<file path="config.mk">
export PLATFORM = sky130hd
export DESIGN_NAME = ifetch_pbuf
export DESIGN_NICKNAME = d
export VERILOG_FILES = /design/src/rtl/ifpb_pkg.sv /design/src/rtl/ifpb_window.sv /design/src/rtl/ifpb_line.sv /design/src/rtl/ifetch_pbuf.sv
export SDC_FILE = /design/constraint.sdc
export NUM_CORES = 1
export LEC_CHECK = 0
export ABC_AREA = 0
export BUFFER_PORTS_ARGS = -buffer_cell sky130_fd_sc_hd__buf_2
export CAP_MARGIN = 20
export CORE_ASPECT_RATIO = 1.75
export CORE_MARGIN = 1
export CORE_UTILIZATION = 61
export CTS_CLUSTER_DIAMETER = 80
export DETAILED_ROUTE_END_ITERATION = 16
export GPL_ROUTABILITY_DRIVEN = 0
export HOLD_SLACK_MARGIN = 0.06
export PLACE_DENSITY = 0.82
export SETUP_SLACK_MARGIN = 0.1
export SLEW_MARGIN = 10
export SYNTH_ARGS = -nofsm -noshare
export SYNTH_HDL_FRONTEND = slang
export SYNTH_SLANG_ARGS = --single-unit
</file>
<file path="constraint.sdc">
create_clock -name clk -period 6.61 [get_ports clk]
set_input_delay 0.3305 -clock clk [delete_from_list [all_inputs] [get_ports clk]]
set_output_delay 0.3305 -clock clk [all_outputs]
set_load 0.03 [all_outputs]
</file>
<file path="src/rtl/ifpb_pkg.sv">
// Package: shared state encoding and byte-mask helper for the prefetch buffer.
// Assumes byte counts of 1 to 4 on 32-bit data paths.
package ifpb_pkg;

    typedef enum logic [2:0] {
        S_IDLE,
        S_FILL_REQ,
        S_FILL_WAIT,
        S_DIR_REQ,
        S_DIR_WAIT,
        S_SERVE
    } pb_state_t;

    // Mask keeping the lowest n bytes of a 32-bit little-endian word.
    function automatic logic [31:0] size_mask(input logic [2:0] n);
        if (n >= 3'd4) return '1;
        return (32'd1 << (32'(n) << 3)) - 32'd1;
    endfunction

endpackage

</file>
<file path="src/rtl/ifpb_window.sv">
// Module: window placement and hit/bypass decisions for one fetch request.
// Purely combinational apart from its checks. Assumes PAGE_BYTES and
// LINE_BYTES are powers of two with LINE_BYTES < PAGE_BYTES.
module ifpb_window #(
    parameter int AW         = 32,
    parameter int LINE_BYTES = 16,
    parameter int PAGE_BYTES = 4096
) (
    input  logic          clk,
    input  logic          rst_n,
    input  logic          chk_en,
    input  logic [AW-1:0] fetch_addr,
    input  logic [AW-1:0] offset,
    input  logic [AW-1:0] limit,
    input  logic [2:0]    size,
    input  logic          paging_en,
    input  logic          buf_valid,
    input  logic [AW-1:0] buf_base,
    output logic [AW-1:0] win_start,
    output logic          pf_ok,
    output logic          bypass,
    output logic          hit
);
    localparam int PW = $clog2(PAGE_BYTES);
    localparam logic [PW-1:0] LAST_START = PW'(PAGE_BYTES - LINE_BYTES);

    logic          clamp;
    logic [AW-1:0] span;

    // Place the window, then decide prefetch eligibility, bypass and hit.
    always_comb begin
        pf_ok     = ({1'b0, offset} + (AW+1)'(LINE_BYTES - 1)) <= {1'b0, limit};
        clamp     = paging_en && (fetch_addr[PW-1:0] > LAST_START);
        win_start = clamp ? {fetch_addr[AW-1:PW], LAST_START} : fetch_addr;
        span      = (fetch_addr - win_start) + AW'(size);
        bypass    = span >= AW'(LINE_BYTES);
        hit       = buf_valid && (fetch_addr >= buf_base) &&
                    (({1'b0, fetch_addr} + (AW+1)'(size)) <=
                     ({1'b0, buf_base} + (AW+1)'(LINE_BYTES)));
    end

    // with paging on, a placed window always ends inside its page.
    a_r4_window_in_page: assert property (@(posedge clk) disable iff (!rst_n)
        (chk_en && paging_en) |-> (win_start[PW-1:0] <= LAST_START));

endmodule

</file>
<file path="src/rtl/ifpb_line.sv">
// Module: byte storage for one prefetch line with a word-fill port, a
// byte-granular snoop patch port and a little-endian read port.
// Assumes fill and snoop writes never target the line in the same cycle
// (the controller guarantees this); storage is not reset by design.
module ifpb_line #(
    parameter int LINE_BYTES = 16
) (
    input  logic                            clk,
    input  logic                            fill_we,
    input  logic [$clog2(LINE_BYTES/4)-1:0] fill_idx,
    input  logic [31:0]                     fill_word,
    input  logic                            snp_we,
    input  logic [$clog2(LINE_BYTES)-1:0]   snp_idx,
    input  logic [2:0]                      snp_bytes,
    input  logic [31:0]                     snp_data,
    input  logic [$clog2(LINE_BYTES)-1:0]   rd_idx,
    input  logic [2:0]                      rd_size,
    output logic [31:0]                     rd_data
);
    localparam int LW = $clog2(LINE_BYTES);

    logic [7:0] bytes_q [LINE_BYTES];

    // Write one fill word, or patch snooped bytes.
    always_ff @(posedge clk) begin
        for (int k = 0; k < 4; k++) begin
            if (fill_we)
                bytes_q[{fill_idx, 2'(k)}] <= fill_word[8*k +: 8];
            else if (snp_we && (3'(k) < snp_bytes))
                bytes_q[snp_idx + LW'(k)] <= snp_data[8*k +: 8];
        end
    end

    // Assemble up to four bytes little-endian, zeroing unused lanes.
    always_comb begin
        for (int k = 0; k < 4; k++) begin
            rd_data[8*k +: 8] = (3'(k) < rd_size) ? bytes_q[rd_idx + LW'(k)] : 8'h00;
        end
    end

endmodule

</file>
<file path="src/rtl/ifetch_pbuf.sv">
// Module: instruction prefetch buffer controller. Serves fetches from one
// line, refills it with sequential 4-byte reads, falls back to direct reads
// near limits and page ends, and patches the line from snooped writes.
// Assumes req_size and snoop_bytes are 1..4 and one read in flight.
module ifetch_pbuf
    import ifpb_pkg::*;
#(
    parameter int AW         = 32,
    parameter int LINE_BYTES = 16,
    parameter int PAGE_BYTES = 4096
) (
    input  logic          clk,
    input  logic          rst_n,
    input  logic          req_valid,
    input  logic [AW-1:0] req_lin_addr,
    input  logic [AW-1:0] req_offset,
    input  logic [AW-1:0] req_limit,
    input  logic [2:0]    req_size,
    input  logic          paging_en,
    input  logic          snoop_valid,
    input  logic [AW-1:0] snoop_addr,
    input  logic [31:0]   snoop_data,
    input  logic [2:0]    snoop_bytes,
    input  logic          inval,
    output logic          mem_req_valid,
    input  logic          mem_req_ready,
    output logic [AW-1:0] mem_req_addr,
    output logic [2:0]    mem_rd_bytes,
    input  logic          mem_rsp_valid,
    input  logic [31:0]   mem_rsp_data,
    input  logic          mem_rsp_err,
    output logic          busy,
    output logic          done,
    output logic          error,
    output logic [31:0]   fetch_data
);
    localparam int LW     = $clog2(LINE_BYTES);
    localparam int NWORDS = LINE_BYTES / 4;
    localparam int CW     = $clog2(NWORDS);
    localparam logic [CW-1:0] LAST_WORD = CW'(NWORDS - 1);

    pb_state_t     state;
    logic          buf_valid;
    logic [AW-1:0] buf_base;
    logic [CW-1:0] wcnt;
    logic          taint;
    logic [AW-1:0] addr_q;
    logic [2:0]    size_q;

    logic          accept;
    logic [AW-1:0] win_start;
    logic          pf_ok, bypass, hit;
    logic          snp_inside, snp_we, fill_we, fill_last;
    logic [LW-1:0] rd_idx;
    logic [2:0]    rd_size;
    logic [31:0]   line_rd;

    assign accept = req_valid && (state == S_IDLE);
    assign busy   = (state != S_IDLE);

    ifpb_window #(.AW(AW), .LINE_BYTES(LINE_BYTES), .PAGE_BYTES(PAGE_BYTES)) u_window (
        .clk        (clk),
        .rst_n      (rst_n),
        .chk_en     (accept),
        .fetch_addr (req_lin_addr),
        .offset     (req_offset),
        .limit      (req_limit),
        .size       (req_size),
        .paging_en  (paging_en),
        .buf_valid  (buf_valid),
        .buf_base   (buf_base),
        .win_start  (win_start),
        .pf_ok      (pf_ok),
        .bypass     (bypass),
        .hit        (hit)
    );

    // Snoop qualification and line port steering.
    always_comb begin
        snp_inside = (snoop_addr >= buf_base) &&
                     (({1'b0, snoop_addr} + (AW+1)'(snoop_bytes)) <=
                      ({1'b0, buf_base} + (AW+1)'(LINE_BYTES)));
        snp_we     = snoop_valid && buf_valid && snp_inside;
        fill_we    = (state == S_FILL_WAIT) && mem_rsp_valid && !mem_rsp_err;
        fill_last  = fill_we && (wcnt == LAST_WORD);
        if (state == S_SERVE) begin
            rd_idx  = LW'(addr_q - buf_base);
            rd_size = size_q;
        end else begin
            rd_idx  = LW'(req_lin_addr - buf_base);
            rd_size = req_size;
        end
    end

    ifpb_line #(.LINE_BYTES(LINE_BYTES)) u_line (
        .clk       (clk),
        .fill_we   (fill_we),
        .fill_idx  (wcnt),
        .fill_word (mem_rsp_data),
        .snp_we    (snp_we),
        .snp_idx   (LW'(snoop_addr - buf_base)),
        .snp_bytes (snoop_bytes),
        .snp_data  (snoop_data),
        .rd_idx    (rd_idx),
        .rd_size   (rd_size),
        .rd_data   (line_rd)
    );

    // Memory request channel driven from the current state.
    always_comb begin
        mem_req_valid = (state == S_FILL_REQ) || (state == S_DIR_REQ);
        if (state == S_FILL_REQ) begin
            mem_req_addr = buf_base + AW'({wcnt, 2'b00});
            mem_rd_bytes = 3'd4;
        end else begin
            mem_req_addr = addr_q;
            mem_rd_bytes = size_q;
        end
    end

    // Fetch sequencing, line validity and completion outputs.
    always_ff @(posedge clk) begin
        if (!rst_n) begin
            state      <= S_IDLE;
            buf_valid  <= 1'b0;
            buf_base   <= '0;
            wcnt       <= '0;
            taint      <= 1'b0;
            addr_q     <= '0;
            size_q     <= '0;
            done       <= 1'b0;
            error      <= 1'b0;
            fetch_data <= '0;
        end else begin
            done  <= 1'b0;
            error <= 1'b0;
            if (((state == S_FILL_REQ) || (state == S_FILL_WAIT)) && (inval || snoop_valid))
                taint <= 1'b1;
            case (state)
                S_IDLE: begin
                    if (req_valid) begin
                        addr_q <= req_lin_addr;
                        size_q <= req_size;
                        if (hit) begin
                            done       <= 1'b1;
                            fetch_data <= line_rd;
                        end else if (pf_ok && !bypass) begin
                            buf_valid <= 1'b0;
                            buf_base  <= win_start;
                            wcnt      <= '0;
                            taint     <= 1'b0;
                            state     <= S_FILL_REQ;
                        end else begin
                            if (pf_ok) buf_valid <= 1'b0;
                            state <= S_DIR_REQ;
                        end
                    end
                end
                S_FILL_REQ: if (mem_req_ready) state <= S_FILL_WAIT;
                S_FILL_WAIT: begin
                    if (mem_rsp_valid) begin
                        if (mem_rsp_err) begin
                            done  <= 1'b1;
                            error <= 1'b1;
                            state <= S_IDLE;
                        end else if (fill_last) begin
                            buf_valid <= !(taint || inval || snoop_valid);
                            state     <= S_SERVE;
                        end else begin
                            wcnt  <= wcnt + 1'b1;
                            state <= S_FILL_REQ;
                        end
                    end
                end
                S_SERVE: begin
                    done       <= 1'b1;
                    fetch_data <= line_rd;
                    state      <= S_IDLE;
                end
                S_DIR_REQ: if (mem_req_ready) state <= S_DIR_WAIT;
                S_DIR_WAIT: begin
                    if (mem_rsp_valid) begin
                        done       <= 1'b1;
                        error      <= mem_rsp_err;
                        fetch_data <= mem_rsp_data & size_mask(size_q);
                        state      <= S_IDLE;
                    end
                end
                default: state <= S_IDLE;
            endcase
            if (inval) buf_valid <= 1'b0;
        end
    end

    // a hit completes on the next edge without touching memory.
    a_r6_hit_no_mem: assert property (@(posedge clk) disable iff (!rst_n)
        (accept && hit) |=> (done && !mem_req_valid));

    // a bypassed fetch empties the line and goes to a direct read.
    a_r5_bypass_direct: assert property (@(posedge clk) disable iff (!rst_n)
        (accept && !hit && pf_ok && bypass) |=> (!buf_valid && mem_req_valid && (mem_rd_bytes == $past(req_size))));

    // a failed refill read reports an error and leaves the line empty.
    a_r7_err_empty: assert property (@(posedge clk) disable iff (!rst_n)
        ((state == S_FILL_WAIT) && mem_rsp_valid && mem_rsp_err) |=> (done && error && !buf_valid));

    // the invalidate strobe always empties the line.
    a_r9_inval_clears: assert property (@(posedge clk) disable iff (!rst_n)
        inval |=> !buf_valid);

    // a stalled request holds its address.
    a_r10_req_hold: assert property (@(posedge clk) disable iff (!rst_n)
        (mem_req_valid && !mem_req_ready) |=> (mem_req_valid && $stable(mem_req_addr)));

endmodule

</file>
==> impl_metrics.yaml, run 1 <==
placed_design:
  dp_hpwl_mm: 82.3
  portBuffers: 277
  place_ws_ns: 0.669
status:
  status: "aborted with a tool error"
  error: "[ERROR GRT-0116] Global routing finished with congestion. Check the congestion regions in the DRC Viewer."
  stop_stage: "5_1_grt"
clocking:
  root_buffer: "clkbuf_16"
  clk_path_buf_depth: 3
  numCtsBuffers: 26
  h-tree-depth: 1
  cts_resized: 0
  cts_setup_buffers: 0
  clock_sinks: 236
yosys:
  avgSynthCellArea_um2: 8.95
  synth_flop_cell: "edfxtp_1"
  ys_types: 92
  synthCells: 2853
  yosysSeqAreaShare: 0.235
  synth_top_cells_by_area: "edfxtp_1 (15%), mux4_2 (11%), ha_1 (9.9%)"
  async_flop_share: 0
  synth-seq-cells: 236
  synth_edf_count: 128
  synth_top_area_cell: "edfxtp_1"
  yosysWarnings: 0
  syn_area_um2: 25500
  synth.top_cell.area_share: 0.151
floorplan:
  die_h_um: 273
  num_io_pins: 278
  placementRows: 98
  fp.dieW_um: 157
  start_util: 0.621
global_routing:
  gr-total-overflow: 18
  grt_start_max_net_pins: 66
  grt.total_usage: 0.585
  grt_pass1_vias: 29100
  grt_first_pass_wirelength_mm: 185
## cell usage after synthesis (all sizes together) (17+ instances only)
cell type    n
o221ai      24
a21o        20
clkbuf     122
mux2i      152
a22oi       40
nand4       38
nor2b       26
nand2      258
nor2       255
mux4       128
a211oi      39
nand2b      17
dfxtp      108
xor2        34
xnor2      127
and3        38
nor3        49
o211ai      21
a221o       40
and4        22
inv        120
o21ai      122
a21oi      226
mux2        40
edfxtp     128
ha         202
nand3       93
buf         72
and2        23
a32oi       92
## through the flow
stage | instance area (µm²) | hold WS [ns] | cells
after CTS | 28700 | 0.0604 | 3644
after detailed placement | 27600 | 0.448 | 3575
after global placement | 27600 | 0.441 | 3575
after floorplan | 25600 | 0.410 | 2867
## kinds of logic after synthesis
| group | synth area share |
|---|---|
| XOR/XNOR | 0.0603 |
| buffers and inverters | 0.0489 |
| adder cells (fa/ha/maj) | 0.104 |
| flip-flops | 0.235 |
| AND/OR/NAND/NOR | 0.167 |
| other | 0.000294 |
| AO/OA/AOI/OAI | 0.194 |
| multiplexers | 0.190 |
## repair_timing
action,4_1_cts
endpoints found under the hold margin,20
hold buffers,21
endpoints found under the setup margin,0
## routing by layer
| layer | GRT overflow | GRT usage |
|---|---|---|
| met4 | 10 | 0.598 |
| met5 | 0 | 0.134 |
| met2 | 4 | 0.801 |
| met3 | 4 | 0.381 |
| met1 | 0 | 0.563 |
==> inputs of run 2 (changes only) <==
--- a/config.mk
+++ b/config.mk
@@ -8,15 +8,11 @@
 export ABC_AREA = 0
 export BUFFER_PORTS_ARGS = -buffer_cell sky130_fd_sc_hd__buf_2
 export CAP_MARGIN = 20
-export CORE_ASPECT_RATIO = 1.75
 export CORE_MARGIN = 1
-export CORE_UTILIZATION = 61
-export CTS_CLUSTER_DIAMETER = 80
+export CORE_UTILIZATION = 40
 export DETAILED_ROUTE_END_ITERATION = 16
 export GPL_ROUTABILITY_DRIVEN = 0
-export HOLD_SLACK_MARGIN = 0.06
-export PLACE_DENSITY = 0.82
-export SETUP_SLACK_MARGIN = 0.1
+export PLACE_DENSITY_LB_ADDON = 0.15
 export SLEW_MARGIN = 10
 export SYNTH_ARGS = -nofsm -noshare
 export SYNTH_HDL_FRONTEND = slang
==> run 2 against run 1 <==
  * The flow now finishes without violations
  * Synthesized area unchanged
  * Synthesized cell count stayed put
==> impl_metrics.yaml, run 2 <==
timing:
  period_needed_ns: 6.18
  finalMaxSlewViolations: 0
  max_freq_mhz: 162
  finClkSkew_ns: 0.0300
  hold_violations: 0
  final.setup.tns_ns: 0
  slew_headroom: 0.195
  worst_pin_slew_ns: 1.20
  finalSetupViolations: 0
  rsz0062_at_grt: "false"
  fin_crit_sh: 0.935
yosys:
  yosysWarnings: 0
  synth_top_cells_by_area: "edfxtp_1 (15%), mux4_2 (11%), ha_1 (9.9%)"
  synth-compound-area-share: 0.194
  yosysMostFrequentCell: "nand2_1"
  synth_top_cells_by_count: "nand2_1 (257), nor2_1 (253), a21oi_1 (225)"
  avgSynthCellArea_um2: 8.95
  async_flop_share: 0
  synth_edf_count: 128
  synth-seq-cells: 236
  ys_types: 92
  yosysSeqAreaShare: 0.235
  synthMuxAreaShare: 0.190
  synth_xor_area_frac: 0.0603
  synth_top_family_by_area: "compound AO/OA/AOI/OAI gates"
  synth.top_cell.area_share: 0.151
  synth-simple-area-share: 0.167
  syn_area_um2: 25500
  yosys.area_share.adder: 0.104
  synthCells: 2853
  synth_flop_cell: "edfxtp_1"
  synth_top_area_cell: "edfxtp_1"
power_and_ir_drop:
  switching_power_mw: 1.76
  power.leakage_nw: 10.4
  p_int_mw: 3.06
  comb_power_share: 0.335
  swShare: 0.365
  pwr-share-clk: 0.324
  cellPowerDensity_nw_per_um2: 167
  ir_drop_uv: 160
  p_total_mw: 4.81
  sequentialPowerShare: 0.341
critical_path:
  crit_fanout: 14
  setup.worst_path.start_class: "flip-flop"
  required_ns: 6.95
  end_kind: "flip-flop"
  critPathKind: "flip-flop to flip-flop"
  worstPathArrival_ns: 6.51
  rrSetupSlack_ns: 0.43
placed_design:
  dpl_cell_area_um2: 27900
  post-place-cells: 3864
  portBuffers: 277
  dp_hpwl_mm: 85.2
drt:
  drtAntennaViolNets: 0
  dr.first_iter.drc_count: 3559
  detail_route.wl_per_cell_um: 28.5
  postRouteWirelength_mm: 112
  vias_per_cell: 6.66
  vias: 26100
  drt_pass1_iterations: 10
  drc_errors: 0
layout:
  fin_area_um2: 28800
  final_cell_mix: "buf_2 (277), nand2_1 (257), nor2_1 (250)"
  drive_above_1_share: 0.200
  largest_reg_flops: 128
  area_growth_pct: 12.8
  final_common_cell: "buf_2"
  final_net_count: 3463
  fin_cells: 3917
  top_register: "u_line.bytes_q"
floorplan:
  num_io_pins: 278
  core_um2: 63100
  placementRows: 92
  fp.dieW_um: 255
  dieArea_um2: 64800
  start_util: 0.405
  die_h_um: 255
clocking:
  cts_tree: "built"
  h-tree-depth: 1
  root_buffer: "clkbuf_16"
  cts_setup_buffers: 0
  clk_pin_slew_ns: 0.06
  clock_sinks: 236
  clk_path_buf_depth: 3
  numCtsBuffers: 27
  clk_latency_ns: 0.59
global_routing:
  grt.total_usage: 0.335
  grt_pass1_vias: 24500
  gr-total-overflow: 0
  grt_start_max_net_pins: 66
  grt_first_pass_wirelength_mm: 161
  grt_antenna_before_repair: 12
status:
  status: "complete, no violations"
flow_run:
  drv_cap: 0
worst_hold_path:
  min_path_type: "primary input to flip-flop"
run 2: cell counts after synthesis:
No cell type changed its count.
run 2: logic make-up after synthesis:
group           Yosys count
mux                     320
xor+xnor                166
simple gates            880
buf+inv                 314
other cells               2
flops                   236
compound gates          727
fa+ha+maj               208
run 2: final timing paths:
kind,depth (start not counted),to,startpoint
worst max register to register,17,u_line.bytes_q[5][4],buf_base[5]
worst min register to register,2,addr_q[8],addr_q[8]
worst min-delay path,2,state[0],mem_req_ready
worst max-delay path,17,u_line.bytes_q[5][4],buf_base[5]
run 2: routing by layer:
layer | global-route usage | wire length [µm]
met4 | 0.135 | 5110
met3 | 0.115 | 15800
met1 | 0.447 | 44100
met2 | 0.494 | 46400
met5 | 0 | 133
run 2: stage by stage:
step | util | hold WS [ns] | worst slack [ns]
final | 0.457 | 0.0495 | 0.433
after global routing | 0.457 | 0.0556 | 0.123
after CTS | 0.456 | 0.0244 | 0.239
after detailed placement | 0.442 | 0.447 | 0.293
after global placement | 0.442 | 0.441 | 0.421
after floorplan | - | 0.410 | 1.23
run 2: power groups by stage:
stage	sequential (mW)	clock [mW]	combinational, mW
after global placement	1.67	0	1.53
after CTS	1.64	1.56	1.57
after global routing	1.64	1.63	1.71
after floorplan	1.65	0	1.00
after detailed placement	1.67	0	1.56
final	1.64	1.56	1.61
run 2: repair_timing:
action	CTS	global route
hold buffers	1	0
endpoints found under the hold margin	1	0
resized for setup	0	3
setup endpoints to repair	0	36
run 2: worst max-delay path, stage by stage, from the launching register on:
cell,delay [ns]
dfxtp_1,0.45
ha_1,0.26
nand3_1,0.16
nor3_2,0.26
nor4b_4,0.34
nand2_1,0.20
or4_1,0.52
nor3_1,0.24
xnor2_1,0.20
ha_1,0.29
and4_1,0.19
a221o_1,0.33
a311oi_2,0.48
o211a_1,0.37
o21ai_4,0.21
nor3_1,0.89
a222oi_1,0.27
o21ai_0,0.26
run 2: area by class of cell:
cell class                 count  area [µm²]
antenna                        4        10.0
clock buffer                  32         694
clock inverter                16         189
fill                        6113       34300
inverter                     120         450
multi-input combinational   2317       18500
sequential                   236        6010
tap                          846        1060
timing repair buffer         346        1930
No activity file was read; power rests on OpenSTA's default activity.
